<file path="config.mk">
export PLATFORM = sky130hd
export DESIGN_NAME = otg_trip_guard
export DESIGN_NICKNAME = d
export VERILOG_FILES = /design/src/rtl/otg_pkg.sv /design/src/rtl/otg_filter.sv /design/src/rtl/otg_rc_timer.sv /design/src/rtl/otg_flag_delay.sv /design/src/rtl/otg_trip_guard.sv
export SDC_FILE = /design/constraint.sdc
export NUM_CORES = 1
export LEC_CHECK = 0
export ABC_AREA = 1
export BUFFER_PORTS_ARGS = -buffer_cell sky130_fd_sc_hd__buf_2
export CAP_MARGIN = 10
export CORE_MARGIN = 10
export CORE_UTILIZATION = 36
export DETAILED_ROUTE_END_ITERATION = 10
export PLACE_DENSITY_LB_ADDON = 0.25
export SYNTH_ARGS = -nofsm -noshare
export SYNTH_HDL_FRONTEND = slang
export SYNTH_HIERARCHICAL = 1
export SYNTH_SLANG_ARGS = --single-unit
</file>
<file path="constraint.sdc">
create_clock -name clk -period 2 [get_ports clk]
set_clock_uncertainty 0.2 [all_clocks]
set_input_delay 0.1 -clock clk [delete_from_list [all_inputs] [get_ports clk]]
set_output_delay 0.1 -clock clk [all_outputs]
set_load 0.05 [all_outputs]
</file>
<file path="src/rtl/otg_pkg.sv">
package otg_pkg;

  typedef enum logic [1:0] {
    TM_IDLE   = 2'd0,
    TM_DRAIN  = 2'd1,
    TM_REFILL = 2'd2
  } tmr_state_e;

  // Fault-clear time scaled linearly by a capacitance factor in tenths.
  function automatic int unsigned scaled_clear(input int unsigned base_cyc,
                                               input int unsigned cap_x10);
    return (base_cyc * cap_x10) / 10;
  endfunction

  // Counter width able to hold the value n.
  function automatic int unsigned cnt_width(input int unsigned n);
    return (n < 2) ? 1 : $clog2(n + 1);
  endfunction

endpackage

</file>
<file path="src/rtl/otg_filter.sv">
module otg_filter #(
  parameter int unsigned FILT_CYC = 11
) (
  input  logic clk,
  input  logic rst_n,
  input  logic din,
  output logic dout
);
  localparam int unsigned CW = otg_pkg::cnt_width(FILT_CYC);
  localparam logic [CW-1:0] LAST = CW'(FILT_CYC - 1);

  logic [CW-1:0] run_q;

  always_ff @(posedge clk or negedge rst_n) begin
    if (!rst_n) begin
      run_q <= '0;
      dout  <= 1'b0;
    end else if (din == dout) begin
      run_q <= '0;
    end else if (run_q == LAST) begin
      run_q <= '0;
      dout  <= din;
    end else begin
      run_q <= run_q + 1'b1;
    end
  end
endmodule

</file>
<file path="src/rtl/otg_rc_timer.sv">
module otg_rc_timer
  import otg_pkg::*;
#(
  parameter int unsigned DRAIN_CYC = 64,
  parameter int unsigned CLR_CYC   = 95000
) (
  input  logic       clk,
  input  logic       rst_n,
  input  logic       trip_f,
  output logic       latch_q,
  output logic       deep_q,
  output logic       release_ev,
  output tmr_state_e state_q
);
  localparam int unsigned DW = cnt_width(DRAIN_CYC);
  localparam int unsigned RW = cnt_width(CLR_CYC);
  localparam logic [DW-1:0] D_LAST = DW'(DRAIN_CYC - 1);
  localparam logic [RW-1:0] R_LAST = RW'(CLR_CYC - 1);
  localparam logic          DEEP_AT_ENTRY = (DRAIN_CYC == 1);

  logic [DW-1:0] drain_q;
  logic [RW-1:0] fill_q;

  assign release_ev = !trip_f &&
                      (((state_q == TM_DRAIN) && !deep_q) ||
                       ((state_q == TM_REFILL) && (fill_q == R_LAST)));

  always_ff @(posedge clk or negedge rst_n) begin
    if (!rst_n) begin
      latch_q <= 1'b0;
      deep_q  <= 1'b0;
      drain_q <= '0;
      fill_q  <= '0;
      state_q <= TM_IDLE;
    end else begin
      // set-dominant latch
      latch_q <= trip_f | (latch_q & ~release_ev);
      unique case (state_q)
        TM_IDLE: begin
          if (trip_f) begin
            state_q <= TM_DRAIN;
            drain_q <= DW'(1);
            deep_q  <= DEEP_AT_ENTRY;
          end
        end
        TM_DRAIN: begin
          if (trip_f) begin
            if (!deep_q) begin
              if (drain_q == D_LAST) deep_q <= 1'b1;
              else                   drain_q <= drain_q + 1'b1;
            end
          end else if (deep_q) begin
            state_q <= TM_REFILL;
            fill_q  <= '0;
          end else begin
            state_q <= TM_IDLE;
          end
        end
        TM_REFILL: begin
          if (trip_f) begin
            state_q <= TM_DRAIN;
            drain_q <= DW'(1);
          end else if (fill_q == R_LAST) begin
            state_q <= TM_IDLE;
            deep_q  <= 1'b0;
          end else begin
            fill_q <= fill_q + 1'b1;
          end
        end
        default: state_q <= TM_IDLE;
      endcase
    end
  end
endmodule

</file>
<file path="src/rtl/otg_flag_delay.sv">
module otg_flag_delay #(
  parameter int unsigned DEPTH = 23
) (
  input  logic clk,
  input  logic rst_n,
  input  logic src,
  output logic flag_n
);
  generate
    if (DEPTH == 1) begin : g_single
      logic stage_q;
      always_ff @(posedge clk or negedge rst_n) begin
        if (!rst_n) stage_q <= 1'b0;
        else        stage_q <= src;
      end
      assign flag_n = ~stage_q;
    end else begin : g_chain
      logic [DEPTH-1:0] chain_q;
      always_ff @(posedge clk or negedge rst_n) begin
        if (!rst_n) chain_q <= '0;
        else        chain_q <= {chain_q[DEPTH-2:0], src};
      end
      assign flag_n = ~chain_q[DEPTH-1];
    end
  endgenerate
endmodule

</file>
<file path="src/rtl/otg_trip_guard.sv">
module otg_trip_guard
  import otg_pkg::*;
#(
  parameter int unsigned FILT_CYC     = 11,
  parameter int unsigned DRAIN_CYC    = 64,
  parameter int unsigned CLR_BASE_CYC = 95000,
  parameter int unsigned CAP_X10      = 10,
  parameter int unsigned FLAG_DLY     = 23
) (
  input  logic clk,
  input  logic rst_n,
  input  logic trip_raw,
  input  logic uv_fault,
  output logic fault_latched,
  output logic fault_n,
  output logic recovering
);
  localparam int unsigned CLR_CYC = scaled_clear(CLR_BASE_CYC, CAP_X10);

  logic       trip_filt;
  logic       deep_ev;
  logic       release_ev;
  logic       flag_src;
  tmr_state_e tmr_state;

  otg_filter #(.FILT_CYC(FILT_CYC)) u_filt (
    .clk(clk), .rst_n(rst_n), .din(trip_raw), .dout(trip_filt)
  );

  otg_rc_timer #(.DRAIN_CYC(DRAIN_CYC), .CLR_CYC(CLR_CYC)) u_tmr (
    .clk(clk), .rst_n(rst_n), .trip_f(trip_filt), .latch_q(fault_latched),
    .deep_q(deep_ev), .release_ev(release_ev), .state_q(tmr_state)
  );

  assign recovering = (tmr_state == TM_REFILL);
  assign flag_src   = fault_latched | uv_fault;

  otg_flag_delay #(.DEPTH(FLAG_DLY)) u_flag (
    .clk(clk), .rst_n(rst_n), .src(flag_src), .flag_n(fault_n)
  );
endmodule

</file>
Yosys cells after proc, flatten, opt, wreduce, memory -nomap -nowiden. Cells that the tools add are included.

Logic and storage cells: 75. Output and inout bits: 3. Register bits after elaboration: 56.

Bitwise logic cells: 6. Reduce and logical (&&, ||, !) cells: 16. Equal/unequal tests: 17. $add $sub $neg: 3. Mux-type cells: 25.

Operators with widths (count): two-way mux 17 bit (4); case mux 17 bit (2 select lines) (1); two-way mux 7 bit (4); adder 17 x 1 -> 17 bit, second input constant (1); equality test 17 bit, second input constant (1); AND reduction 5 bit (3); != test 2 bit, second input constant (7); case mux 7 bit (2 select lines) (1); two-way mux 2 bit (5); two-way mux 4 bit (2); adder 7 x 1 -> 7 bit, second input constant (1); equality test 7 x 6 -> 1 bit, second input constant (1); two-way mux 1 bit (6); != test 2 x 1 -> 1 bit, second input constant (3); case mux 2 bit (3 select lines) (1); adder 4 x 1 -> 4 bit, second input constant (1); equality test 4 bit, second input constant (1); nonzero test 2 bit (2); logical AND 1 bit (3); != test 3 x 1 -> 1 bit, second input constant (1); inverter 1 bit (3); case mux 1 bit (3 select lines) (1); AND reduction 3 bit (1); nonzero test 3 bit (1); other kinds (10) (12).

Longest topological paths before layout.
Depth in word-level cells: 7. Depth in mapped cells: 12.

Cells and area by module. Netlist, hierarchy kept.

By module, submodules not included: otg_rc_timer (instances 1, cells an instance 258, seq. area each 700.7 um2, area an instance 1783.0 um2); otg_flag_delay (instances 1, cells an instance 24, seq. area each 575.6 um2, area an instance 579.3 um2); otg_filter (instances 1, cells an instance 27, seq. area each 125.1 um2, area an instance 261.5 um2); otg_trip_guard (instances 1, cells an instance 5, seq. area each 0.0 um2, area an instance 21.3 um2).

Least setup slack after synthesis. OpenSTA, ideal clock, no wires.

Path kind: reg-to-reg. From: reg u_tmr.drain_q[0]. To: reg u_tmr.drain_q[2]. Clock period less this slack: 1656 ps. Arrival time: 1336 ps. Cell stages (with the launch flop): 9. Slack: 344 ps. Required time: 1679 ps. Path through: dfrtp_1 > ha_1 > nand3_1 > nor3_1 > o21ai_0 > nand2_1 > buf_4 > nand2_1 > o21ai_1.

Longest elaborated chain between the ends: 5.

RTL lines: from (decl) (RTL line otg_rc_timer.sv:21) `logic [DW-1:0] drain_q;`; from (signal assigned) (RTL line otg_rc_timer.sv:50) `else drain_q <= drain_q + 1'b1;`; adder 7 x 1 -> 7 bit (RTL line otg_rc_timer.sv:50); two-way mux 7 bit (RTL line otg_rc_timer.sv:49) `if (drain_q == D_LAST) deep_q <= 1'b1;`; two-way mux 7 bit (RTL line otg_rc_timer.sv:48) `if (!deep_q) begin`; two-way mux 7 bit (RTL line otg_rc_timer.sv:47) `if (trip_f) begin`; case mux 7 bit (2 select lines) (RTL line otg_rc_timer.sv:38) `unique case (state_q)`.

Several ways; a longest one is shown, not always the timed one. The select of a mux whose other input is x is not followed. A chain may end at the register's enable or synchronous reset.

Final worst setup path.
From: reg u_tmr.drain_q[0]. To: reg u_tmr.drain_q[4].

The elaborated chain is that of the path after synthesis.

==> summary.txt <==
post-layout util - 40.6%
Slew @ Worst Pin - 659 ps
vias in the first global route - 1948
Root Buffer - clkbuf_8
P per Cell Area - 792 nW/um^2
crit path DAT - 1910 ps
CTS buffer count - 5
routed wire length - 4.85 mm
Final Hold Vio Count - 0
crit path kind - flip-flop to flip-flop
DRC viols - 0
Die Area - 11200 sq um
Clock Sinks - 56
CP max FO - 12
status - finished, final reports clean
Crit path required time - 2060 ps
syn_area_per_cell - 8.43 sq um
VDD IR max - 0.000548 V
HP Class - input port to asynchronous set/reset pin
CTS max path bufs - 2
syn_nets - 321
GRT Total Usage - 9.56%
initial core utilization - 36.8%
# fillers - 727
fmax - 0.542 GHz
DIE HEIGHT - 106 microns
area of the multi-input gates - 1080 sq um
max_slew headroom - 56.0%
Area growth, synth to finish - 10.5%
share of post-route cells with drive strength above 1 - 12.1%
first-pass GRT wire length - 8.91 mm
Site Rows - 31
WL per Instance - 11.3 microns
final net count - 338
fin crit period - 1840 ps
RSZ-0062 raised after global routing - no
Reg-to-Reg End - u_tmr/drain_q[4]
DRT iter0 DRCs - 87
CTS tree - done
I/O pin cnt - 7
antenna diode count - 0
H-tree depth - 2
Core Area - 7180 sq um
clk_lat worst skew - 320 ps
Overflow after GRT - 0
port bufs - 6
Max-Cap Viols - 0
Placer Congestion - 0.783
Reg area - 1400 sq um
Cell Area, Synth - 2640 sq um
largest net degree at the start of global routing - 31
Die Wd - 106 microns
drt first pass iters - 4
setup_tns - 0 ps
antenna-violating nets left - 0
max-slew violations - 0
DR vias/cell - 4.56
Final setup viols - 0
R2R setup slack - 160 ps
Worst setup EP type - flip-flop
Worst R2R Path Depth - 8
Ys Warns - 6
Via Count - 1961
leak pwr - 0.00140 uW
Worst R2R Start - u_tmr/drain_q[0]
cells after synthesis - 313
Final period util - 92.2%
Reg clk slew, reported paths - 100 ps
initial antenna violation count - 0
Post-CTS Setup Bufs - 0
dpl hpwl - 3.41 mm
Startpoint Class - flip-flop
[sequential cells by signal (all words and copies together), names as in the netlist]
signal	cells
u_flag/g_chain.chain_q	23
u_tmr/fill_q	17
u_tmr/drain_q	7
u_filt/run_q	4
u_tmr/state_q	2
u_filt/dout	1
u_tmr/deep_q	1
u_tmr/latch_q	1
[stage by stage]
stage	setup slack [ps]	instances	hold slack, ps	area [sq um]	total power [uW]
finish	156	430	143	2920	2310
global route	5.25	430	169	2920	2460
CTS	73.6	430	162	2900	2350
detailed placement	89.9	419	-21.1	2780	1700
global placement	153	419	-36.7	2780	1700
floorplan	344	313	-396	2640	1620
[metal layers]
metal / global-route usage (%) / wire (microns)
met3: 2.31 / 191
met2: 15.2 / 2170
met4: 4.26 / 104
met5: 0 / 0
met1: 12.1 / 2390
[worst max path at each step]
stage                     start                to  slack [ps]  cells after the start
2_1_floorplan  u_tmr/drain_q[0]  u_tmr/drain_q[2]         340                      8
3_3_place_gp   u_tmr/drain_q[0]  u_tmr/drain_q[0]         150                      8
3_5_place_dp   u_tmr/drain_q[0]  u_tmr/drain_q[3]          90                      8
4_1_cts        u_tmr/drain_q[0]  u_tmr/drain_q[4]          70                      8
5_1_grt         u_tmr/fill_q[0]   u_tmr/fill_q[5]           5                     11
6_report       u_tmr/drain_q[0]  u_tmr/drain_q[4]         160                      8
[cell type report]
type                       count  area share (%)
multi-input combinational    221            37.2
inverter                      31            3.99
clock inverter                 2           0.472
clock buffer                   6            2.49
timing repair buffer          15            3.60
tap                           99            4.25
sequential                    56            48.0
[power breakdown]
part	leakage [uW]	internal, uW	switching, uW	total (uW)
Sequential	0.000634	1230	108	1340
Clock	0.0000456	251	373	623
Combinational	0.000720	148	202	351
[what timing repair did]
action | in CTS | in global routing
endpoints found under the setup margin | 0 | 11
gates resized for setup | 0 | 3
endpoints found under the hold margin | 34 | 0
hold buffers | 3 | 0
[worst max-delay path, stage by stage, from the launching register on]
cell and delay [ps]:
dfrtp_1 450, ha_1 240, nand3_1 140, nor3_1 60
o21ai_0 240, nand2_2 210, inv_1 140, nand2_1 60
nand2_1 50
[placed cells by master, fill, tap and decap left out, types with 9 or more instances in the layout]
| cell | count |
|---|---|
| nand3_1 | 11 |
| inv_1 | 28 |
| dfrtp_1 | 56 |
| nand4_1 | 9 |
| nand2_1 | 114 |
| xor2_1 | 9 |
| nor2_1 | 32 |
No activity file was read; power rests on OpenSTA's default activity.
